==> config.mk <==
export PLATFORM = sky130hd
export DESIGN_NAME = ddr_out_pair
export DESIGN_NICKNAME = d
export VERILOG_FILES = /design/src/rtl/ddr_out_pkg.sv /design/src/rtl/ddr_ctl_cond.sv /design/src/rtl/ddr_force_dec.sv /design/src/rtl/ddr_store_elem.sv /design/src/rtl/ddr_out_mux.sv /design/src/rtl/ddr_out_pair.sv
export SDC_FILE = /design/constraint.sdc
export NUM_CORES = 1
export LEC_CHECK = 0
export ABC_AREA = 0
export CORE_AREA = 2 2 39 41
export DETAILED_ROUTE_END_ITERATION = 6
export DIE_AREA = 0 0 41 43
export HOLD_SLACK_MARGIN = 0.12
export PLACE_DENSITY = 0.38
export SLEW_MARGIN = 40
export SYNTH_ARGS = -nofsm -noshare
export SYNTH_HDL_FRONTEND = slang
export SYNTH_SLANG_ARGS = --single-unit
==> constraint.sdc <==
create_clock -name clk -period 1.7 [get_ports clk]
set_clock_uncertainty 0.05 [all_clocks]
set_input_delay 0.34 -clock clk [delete_from_list [all_inputs] [get_ports clk]]
set_output_delay 0.34 -clock clk [all_outputs]
set_load 0.02 [all_outputs]
==> src/rtl/ddr_out_pkg.sv <==
package ddr_out_pkg;

  localparam int unsigned NUM_PHASE = 2;
  localparam int unsigned PH_RISE   = 0;
  localparam int unsigned PH_FALL   = 1;

  typedef enum logic {
    MODE_ASYNC = 1'b0,
    MODE_SYNC  = 1'b1
  } sr_mode_e;

  // Apply a programmable inversion to a raw control pin.
  function automatic logic apply_pol(input logic raw, input logic invert);
    return raw ^ invert;
  endfunction

endpackage

==> src/rtl/ddr_ctl_cond.sv <==
module ddr_ctl_cond
  import ddr_out_pkg::*;
#(
  parameter bit CE_USED = 1'b1,
  parameter bit CE_INV  = 1'b0,
  parameter bit SR_INV  = 1'b0,
  parameter bit REV_INV = 1'b0
) (
  input  logic ce,
  input  logic sr,
  input  logic rev,
  output logic ce_on,
  output logic sr_on,
  output logic rev_on
);

  logic ce_pol;

  always_comb begin
    ce_pol = apply_pol(ce, CE_INV);
    // An unused enable behaves as permanently asserted.
    ce_on  = ce_pol | ~CE_USED;
    sr_on  = apply_pol(sr, SR_INV);
    rev_on = apply_pol(rev, REV_INV);
  end

endmodule

==> src/rtl/ddr_force_dec.sv <==
module ddr_force_dec #(
  parameter bit SR_EN   = 1'b0,
  parameter bit REV_EN  = 1'b0,
  parameter bit SR_HIGH = 1'b0
) (
  input  logic sr_on,
  input  logic rev_on,
  output logic force_lo,
  output logic force_hi
);

  logic sr_act;
  logic rev_act;
  logic want_lo;
  logic want_hi;

  always_comb begin
    sr_act  = SR_EN  & sr_on;
    rev_act = REV_EN & rev_on;
  end

  // sr drives toward SR_HIGH, rev toward its complement.
  generate
    if (SR_HIGH) begin : g_sr_high
      always_comb begin
        want_hi = sr_act;
        want_lo = rev_act;
      end
    end else begin : g_sr_low
      always_comb begin
        want_hi = rev_act;
        want_lo = sr_act;
      end
    end
  endgenerate

  // Reset predominates: a pending 0 masks any pending 1.
  always_comb begin
    force_lo = want_lo;
    force_hi = want_hi & ~want_lo;
  end

endmodule

==> src/rtl/ddr_store_elem.sv <==
module ddr_store_elem #(
  parameter bit   FALL_EDGE = 1'b0,
  parameter bit   SYNC_MODE = 1'b1,
  parameter logic INIT_VAL  = 1'b0
) (
  input  logic clk,
  input  logic rst_n,
  input  logic d,
  input  logic ce_on,
  input  logic force_lo,
  input  logic force_hi,
  output logic q
);

  logic q_r;
  logic q_nxt;

  generate
    if (SYNC_MODE) begin : g_sync
      // Forces are qualified by the enable and sampled at the edge.
      always_comb begin
        q_nxt = q_r;
        if (ce_on) begin
          if (force_lo) begin
            q_nxt = 1'b0;
          end else if (force_hi) begin
            q_nxt = 1'b1;
          end else begin
            q_nxt = d;
          end
        end
      end

      if (FALL_EDGE) begin : g_neg
        always_ff @(negedge clk or negedge rst_n) begin
          if (!rst_n) begin
            q_r <= INIT_VAL;
          end else begin
            q_r <= q_nxt;
          end
        end
      end else begin : g_pos
        always_ff @(posedge clk or negedge rst_n) begin
          if (!rst_n) begin
            q_r <= INIT_VAL;
          end else begin
            q_r <= q_nxt;
          end
        end
      end
    end else begin : g_async
      always_comb begin
        q_nxt = q_r;
        if (ce_on) begin
          q_nxt = d;
        end
      end

      // force_hi is already masked by force_lo, so its rise on release of
      // a clear re-applies a still-held preset.
      if (FALL_EDGE) begin : g_neg
        always_ff @(negedge clk or negedge rst_n or posedge force_lo or posedge force_hi) begin
          if (!rst_n) begin
            q_r <= INIT_VAL;
          end else if (force_lo) begin
            q_r <= 1'b0;
          end else if (force_hi) begin
            q_r <= 1'b1;
          end else begin
            q_r <= q_nxt;
          end
        end
      end else begin : g_pos
        always_ff @(posedge clk or negedge rst_n or posedge force_lo or posedge force_hi) begin
          if (!rst_n) begin
            q_r <= INIT_VAL;
          end else if (force_lo) begin
            q_r <= 1'b0;
          end else if (force_hi) begin
            q_r <= 1'b1;
          end else begin
            q_r <= q_nxt;
          end
        end
      end
    end
  endgenerate

  assign q = q_r;

endmodule

==> src/rtl/ddr_out_mux.sv <==
module ddr_out_mux (
  input  logic clk,
  input  logic q_rise,
  input  logic q_fall,
  output logic q
);

  // The element clocked last is the one whose phase is current.
  always_comb begin
    if (clk) begin
      q = q_rise;
    end else begin
      q = q_fall;
    end
  end

endmodule

==> src/rtl/ddr_out_pair.sv <==
module ddr_out_pair
  import ddr_out_pkg::*;
#(
  parameter bit                   SYNC_MODE = 1'b1,
  parameter bit                   CE_USED   = 1'b1,
  parameter bit                   CE_INV    = 1'b0,
  parameter bit                   SR_INV    = 1'b0,
  parameter bit                   REV_INV   = 1'b0,
  parameter logic [NUM_PHASE-1:0] SR_EN     = '1,
  parameter logic [NUM_PHASE-1:0] REV_EN    = '1,
  parameter logic [NUM_PHASE-1:0] SR_HIGH   = '0,
  parameter logic [NUM_PHASE-1:0] INIT_VAL  = SR_HIGH
) (
  input  logic clk,
  input  logic rst_n,
  input  logic d_rise,
  input  logic d_fall,
  input  logic ce,
  input  logic sr,
  input  logic rev,
  output logic q
);

  logic                 ce_on;
  logic                 sr_on;
  logic                 rev_on;
  logic [NUM_PHASE-1:0] d_ph;
  logic [NUM_PHASE-1:0] force_lo;
  logic [NUM_PHASE-1:0] force_hi;
  logic [NUM_PHASE-1:0] q_ph;

  always_comb begin
    d_ph          = '0;
    d_ph[PH_RISE] = d_rise;
    d_ph[PH_FALL] = d_fall;
  end

  ddr_ctl_cond #(
    .CE_USED (CE_USED),
    .CE_INV  (CE_INV),
    .SR_INV  (SR_INV),
    .REV_INV (REV_INV)
  ) u_ctl (
    .ce     (ce),
    .sr     (sr),
    .rev    (rev),
    .ce_on  (ce_on),
    .sr_on  (sr_on),
    .rev_on (rev_on)
  );

  generate
    for (genvar p = 0; p < NUM_PHASE; p++) begin : g_ph
      ddr_force_dec #(
        .SR_EN   (SR_EN[p]),
        .REV_EN  (REV_EN[p]),
        .SR_HIGH (SR_HIGH[p])
      ) u_dec (
        .sr_on    (sr_on),
        .rev_on   (rev_on),
        .force_lo (force_lo[p]),
        .force_hi (force_hi[p])
      );

      ddr_store_elem #(
        .FALL_EDGE (p == PH_FALL),
        .SYNC_MODE (SYNC_MODE),
        .INIT_VAL  (INIT_VAL[p])
      ) u_elem (
        .clk      (clk),
        .rst_n    (rst_n),
        .d        (d_ph[p]),
        .ce_on    (ce_on),
        .force_lo (force_lo[p]),
        .force_hi (force_hi[p]),
        .q        (q_ph[p])
      );
    end
  endgenerate

  ddr_out_mux u_mux (
    .clk    (clk),
    .q_rise (q_ph[PH_RISE]),
    .q_fall (q_ph[PH_FALL]),
    .q      (q)
  );

endmodule

After elaboration in Yosys (flattened, before gate mapping)
Index checks and enable logic that the tools add are counted.
{"block": "classes", "mux": 5, "bitwise": 2}
{"operator": "$mux W1", "n": 5}
{"operator": "$and A1 B1 Y1", "n": 1}
{"operator": "$not A1 Y1", "n": 1}
{"block": "totals", "reg_bits": 2, "input_bits": 7, "out_inout_bits": 1}

Depth between registers and ports, before layout
Gate-level depths: netlist of the first run.
{"block": "logic_depth", "word_depth": 4, "depth_mapped": 2, "ltp_nobuf": 2}

Hierarchy
A second synthesis of the first run with hierarchy kept.
{"block": "hier_totals", "hier_cells": 18, "area_unflattened_um2": 182.7}
{"module": "ddr_store_elem", "instances": 2, "cells_per_inst": 5, "area_per_inst_um2": 51.3, "seq_area_each_um2": 25.0}
{"module": "ddr_force_dec", "instances": 2, "cells_per_inst": 2, "area_per_inst_um2": 21.3, "seq_area_each_um2": 0.0}
{"module": "ddr_ctl_cond", "instances": 1, "cells_per_inst": 3, "area_per_inst_um2": 22.5, "seq_area_each_um2": 0.0}
{"module": "ddr_out_mux", "instances": 1, "cells_per_inst": 1, "area_per_inst_um2": 15.0, "seq_area_each_um2": 0.0}

==> results of run 1 <==
-- cell usage after synthesis --
cell type | number | area, sq um
dfrtp_1 | 1 | 25.0
inv_1 | 2 | 7.51
o21ai_0 | 1 | 5.00
nand2b_1 | 1 | 6.26
nand2_1 | 1 | 3.75
dfrtn_1 | 1 | 25.0
nor2_1 | 2 | 7.51
o22ai_1 | 2 | 12.5
-- per-layer routing --
layer	up-vias	wire, um
met5	-	0
met4	0	27
met3	4	44
met2	10	152
met1	55	145
li1	72	-
-- area by class of cell --
class	instances	area share, %
Sequential cell	2	16.2
Clock inverter	1	9.72
Multi-Input combinational cell	7	17.4
Clock buffer	9	21.9
Tap cell	16	6.48
Inverter	2	2.43
Timing Repair Buffer	8	25.9
-- power breakdown --
group          switching, uW  total [uW]  internal [uW]
sequential              2.07        54.8           52.7
clock                    135         531            397
combinational           10.9        31.9           21.1
total                    147         618            471
-- critical path, cell delays in order, from the launching register on --
cell and delay (ns):
dfrtn_1 0.39, inv_2 0.05, o21ai_4 0.11, buf_6 0.13
-- worst max-delay path by stage --
stage	slack, ns	cells after the start	start	to
after floorplan	-0.14	2	g_ph[1].u_elem.q	q
after global placement	-0.66	3	g_ph[1].u_elem.q	q
after detailed placement	-0.66	3	g_ph[1].u_elem.q	q
after CTS	-0.59	3	g_ph[1].u_elem.q	q
after global routing	-0.64	3	g_ph[1].u_elem.q	q
final	-0.57	3	g_ph[1].u_elem.q	q
-- cells by family after synthesis --
group | Yosys count | synth area share (%)
AO/OA/AOI/OAI | 3 | 18.9
buffers and inverters | 2 | 8.11
flip-flops | 2 | 54.0
AND/OR/NAND/NOR | 4 | 18.9
-- metrics by stage --
step	total power, uW	utilization [%]
after floorplan	114	-
after global placement	157	14.0
after detailed placement	158	14.0
after CTS	636	21.6
after global routing	663	22.3
final	618	22.3
-- what timing repair did --
action                     4_1_cts  5_1_grt
hold endpoints to repair         1        0
pin swaps                        0        0
setup buffers                    1        0
resized for setup                6        2
hold buffers                     1        0
cloned                           0        0
setup endpoints to repair        3        3
==> reports/metrics.csv, run 1 <==
stage,metric,value,unit
status,outcome,"finished, violations left",
status,failing checks,negative setup slack,
global_route,GRT Residual Overflow,0,
logic_synthesis,number of cells produced by synthesis,11,
logic_synthesis,register area share after synthesis,54.1,%
layout,Largest register FFs,2,
worst_setup_path,Arrival @ worst endpoint,1.88,ns
sta,Slew Limit Fails,0,
min_path,hold crit path type,input pin to flip-flop,
routing,Initial DRC Count,0,
sta,RSZ-0062 raised after global routing,true,
routing,Vias,141,
global_route,met3 usage,6.28,%
cts,TritonCTS clock tree,built,
routing,DRT antenna net count,0,
worst_setup_path,FF-to-FF End,g_ph[1].u_elem.q,
sta,Rel. slew slack,87.3,%
logic_synthesis,Ys Warns,0,
pwr,IR Drop Worst-Case VDD,381,uV
layout,share of cells above drive strength 1,44.8,%
worst_setup_path,crit-path max FO,2,
layout,Filler cells,148,
routing,DR DRC count,0,
sta,actual slew at the worst max-slew pin,0.191,ns
worst_setup_path,RR Startpoint,g_ph[1].u_elem.q,
global_route,GR peak layer,met4,
die,core area,1380,sq um
worst_setup_path,Crit path required time,1.31,ns
logic_synthesis,post-synth cell types,8,
die,IO Pins,8,
sta,Setup Total Neg Slack,-0.570,ns
pwr,Lkg Pwr,0.000147,uW
min_path,WHS Endpoint,g_ph[0].u_elem.q,
run,MaxCap Viol Count,0,
layout,most frequent cells in the layout,"clkbuf_4 (7), clkdlybuf4s50_1 (5), nor2_1 (2), o22ai_1 (2)",
die,row count,14,
sta,hold_ws,0.284,ns
global_route,gr usage total,7.62,%
routing,Routed WL per cell,8.24,um
global_route,global-route wire length before repair,641,um
layout,"Design Area, Final",309,sq um
die,DIE HEIGHT,43,um
layout,NumNets Final,36,
worst_setup_path,"reg-to-reg slack, setup",0.92,ns
die,Die Wd,41,um
placement,Area after DPL,194,sq um
global_route,met1 usage in global routing,5.45,%
logic_synthesis,Synth Cell Area,92.6,sq um
routing,drt via density,3.13,
layout,Diodes inserted,0,
layout,Area Overhead vs Synth,234,%
worst_setup_path,critical path class,flip-flop to output port,
routing,Total Wirelength,371,um
sta,# setup viols final,2,
layout,post-route insts no fill,45,
global_route,largest net degree at the start of global routing,4,
layout,multi-input logic area,53.8,sq um
cts,Worst-path clk slew,0.04,ns
die,Starting Density,6.69,%
placement,IO buf count,7,
logic_synthesis,syn avg cell area,8.42,sq um
min_path,Worst Hold Depth,2,
worst_setup_path,critical path capture point type,output port,
placement,Final Wtd Congestion,0.617,
logic_synthesis,syn nets,18,
worst_setup_path,CP startpoint kind,flip-flop,
logic_synthesis,number of synthesized register bits,2,
global_route,vias in the first global route,203,
worst_setup_path,Worst Reg-to-Reg Cells,3,
min_path,hold path start,ce,
layout,"leading cell type in the layout, fill and taps excluded",clkbuf_4,
pwr,Power Dens Cells,2000,nW/um^2
die,Die Area,1760,sq um
placement,Cells after DPL,34,
layout,FF+latch area,50.0,sq um
sta,final setup margin,-0.570,ns
sta,Final Hold Fails,0,
cts,clock latency reported for the late side of the worst-skew pair,0.34,ns
global_route,M2 GR Usage,4.06,%
placement,Setup Slack @ Placement,-0.664,ns
global_route,initial antenna violation count,0,
routing,number of detailed-route iterations in the first pass,1,
No activity file was read; power rests on OpenSTA's default activity.
==> run 2, diff against run 1 <==
- DONT_BUFFER_PORTS: not set -> 1
- PLACE_DENSITY: 0.38 -> 0.3
==> reports/metrics.csv, run 2 (same netlist as run 1, synthesis figures left out) <==
stage,metric,value,unit
sta,Final Hold Fails,0,
sta,RSZ-0062 raised after global routing,true,
status,outcome,"finished, violations left",
die,Die Wd,41,um
die,row count,14,
global_route,GRT Residual Overflow,0,
min_path,hold crit path type,input pin to flip-flop,
sta,# setup viols final,2,
routing,drt via density,3.46,
sta,final setup margin,-0.531,ns
placement,Final Wtd Congestion,0.542,
cts,clock latency reported for the late side of the worst-skew pair,0.34,ns
global_route,global-route wire length before repair,627,um
die,core area,1380,sq um
worst_setup_path,critical path class,flip-flop to output port,
worst_setup_path,Crit path required time,1.31,ns
routing,Vias,135,
layout,share of cells above drive strength 1,47.8,%
sta,Rel. slew slack,85.4,%
placement,Cells after DPL,27,
sta,Slew Limit Fails,0,
layout,Area Overhead vs Synth,157,%
layout,Diodes inserted,0,
die,DIE HEIGHT,43,um
worst_setup_path,Arrival @ worst endpoint,1.84,ns
routing,Total Wirelength,362,um
pwr,Lkg Pwr,0.000107,uW
layout,Largest register FFs,2,
status,failing checks,negative setup slack,
routing,DRT antenna net count,0,
layout,"leading cell type in the layout, fill and taps excluded",clkbuf_4,
die,Starting Density,6.69,%
routing,DR DRC count,0,
global_route,gr usage total,7.01,%
layout,post-route insts no fill,39,
die,Die Area,1760,sq um
global_route,vias in the first global route,184,
sta,Setup Total Neg Slack,-0.531,ns
worst_setup_path,crit-path max FO,2,
cts,TritonCTS clock tree,built,
cts,post_cts resized,0,
placement,HPWL after detailed placement,218,um
routing,Routed WL per cell,9.28,um
placement,Setup Slack @ Placement,-0.148,ns
pwr,IR Drop Worst-Case VDD,785,uV
run,MaxCap Viol Count,0,
routing,Initial DRC Count,0,
placement,IO buf count,0,
global_route,largest net degree at the start of global routing,4,
worst_setup_path,critical path capture point type,output port,
global_route,initial antenna violation count,0,
layout,Filler cells,154,
die,IO Pins,8,
pwr,Power Dens Cells,2410,nW/um^2
cts,Worst-path clk slew,0.04,ns
sta,actual slew at the worst max-slew pin,0.218,ns
layout,most frequent cells in the layout,"clkbuf_4 (7), nor2_1 (2), o22ai_1 (2), dlygate4sd3_1 (2)",
worst_setup_path,CP startpoint kind,flip-flop,
layout,NumNets Final,30,
routing,number of detailed-route iterations in the first pass,1,
==> run 2: cell types whose count changed in the layout (fill, tap and decap cells not counted), sizes merged <==
cell | before | now
dlymetal6s2s | 1 | 0
buf | 2 | 1
dlygate4sd3 | 1 | 2
clkdlybuf4s50 | 5 | 0
==> run 2: where the power goes <==
group          internal (uW)  switching (uW)  total, uW
combinational           9.69            6.88       16.6
sequential              52.7            2.22       55.0
clock                    370             131        501
==> run 2: worst max-delay path: stages (launching register included) <==
cell	delay [ns]
dfrtn_1	0.39
inv_2	0.05
o21ai_4	0.20
==> run 2: timing repair <==
action | in CTS | in global routing
cloned | 0 | 0
setup endpoints to repair | 2 | 2
hold endpoints to repair | 2 | 0
buffers inserted | 1 | 0
hold buffers | 2 | 0
==> run 2: final cells by class <==
cell class	count	area (sq um)	area share [%]
multi-input cells	7	46.3	19.5
flip-flops and latches	2	50.0	21.1
clock buffers	8	56.3	23.7
repair buffers	3	27.5	11.6
clock inverters	1	30.0	12.6
inverters	2	7.51	3.16
well taps	16	20.0	8.42
==> run 2: worst paths after layout <==
check                      cells after the start          endpoint  slack, ns             start
hold reg to reg                                2  g_ph[0].u_elem.q       0.51  g_ph[0].u_elem.q
setup reg to reg                               3  g_ph[1].u_elem.q       0.93  g_ph[1].u_elem.q
hold / removal                                 2  g_ph[0].u_elem.q       0.15            d_rise
min in group asynchronous                      1  g_ph[0].u_elem.q       0.17             rst_n
max in group asynchronous                      0  g_ph[1].u_elem.q       1.13             rst_n
setup / recovery                               2                 q      -0.53  g_ph[1].u_elem.q
==> run 2: through the flow <==
| stage | utilization (%) | hold slack [ns] | area (sq um) | power, uW |
|---|---|---|---|---|
| floorplan | - | -0.00559 | 104 | 114 |
| global placement | 8.95 | -0.00548 | 124 | 114 |
| detailed placement | 8.95 | -0.00545 | 124 | 115 |
| CTS | 17.2 | 0.126 | 238 | 586 |
| global route | 17.2 | 0.151 | 238 | 609 |
| finish | 17.2 | 0.149 | 238 | 572 |
==> run 2: layer usage <==
metal	part of all wire, %	wire length (um)	track usage, %
met1	29	106	5.75
met4	4.4	16	10.7
met5	0	0	0
met2	36	131	5.31
met3	30	108	9.95
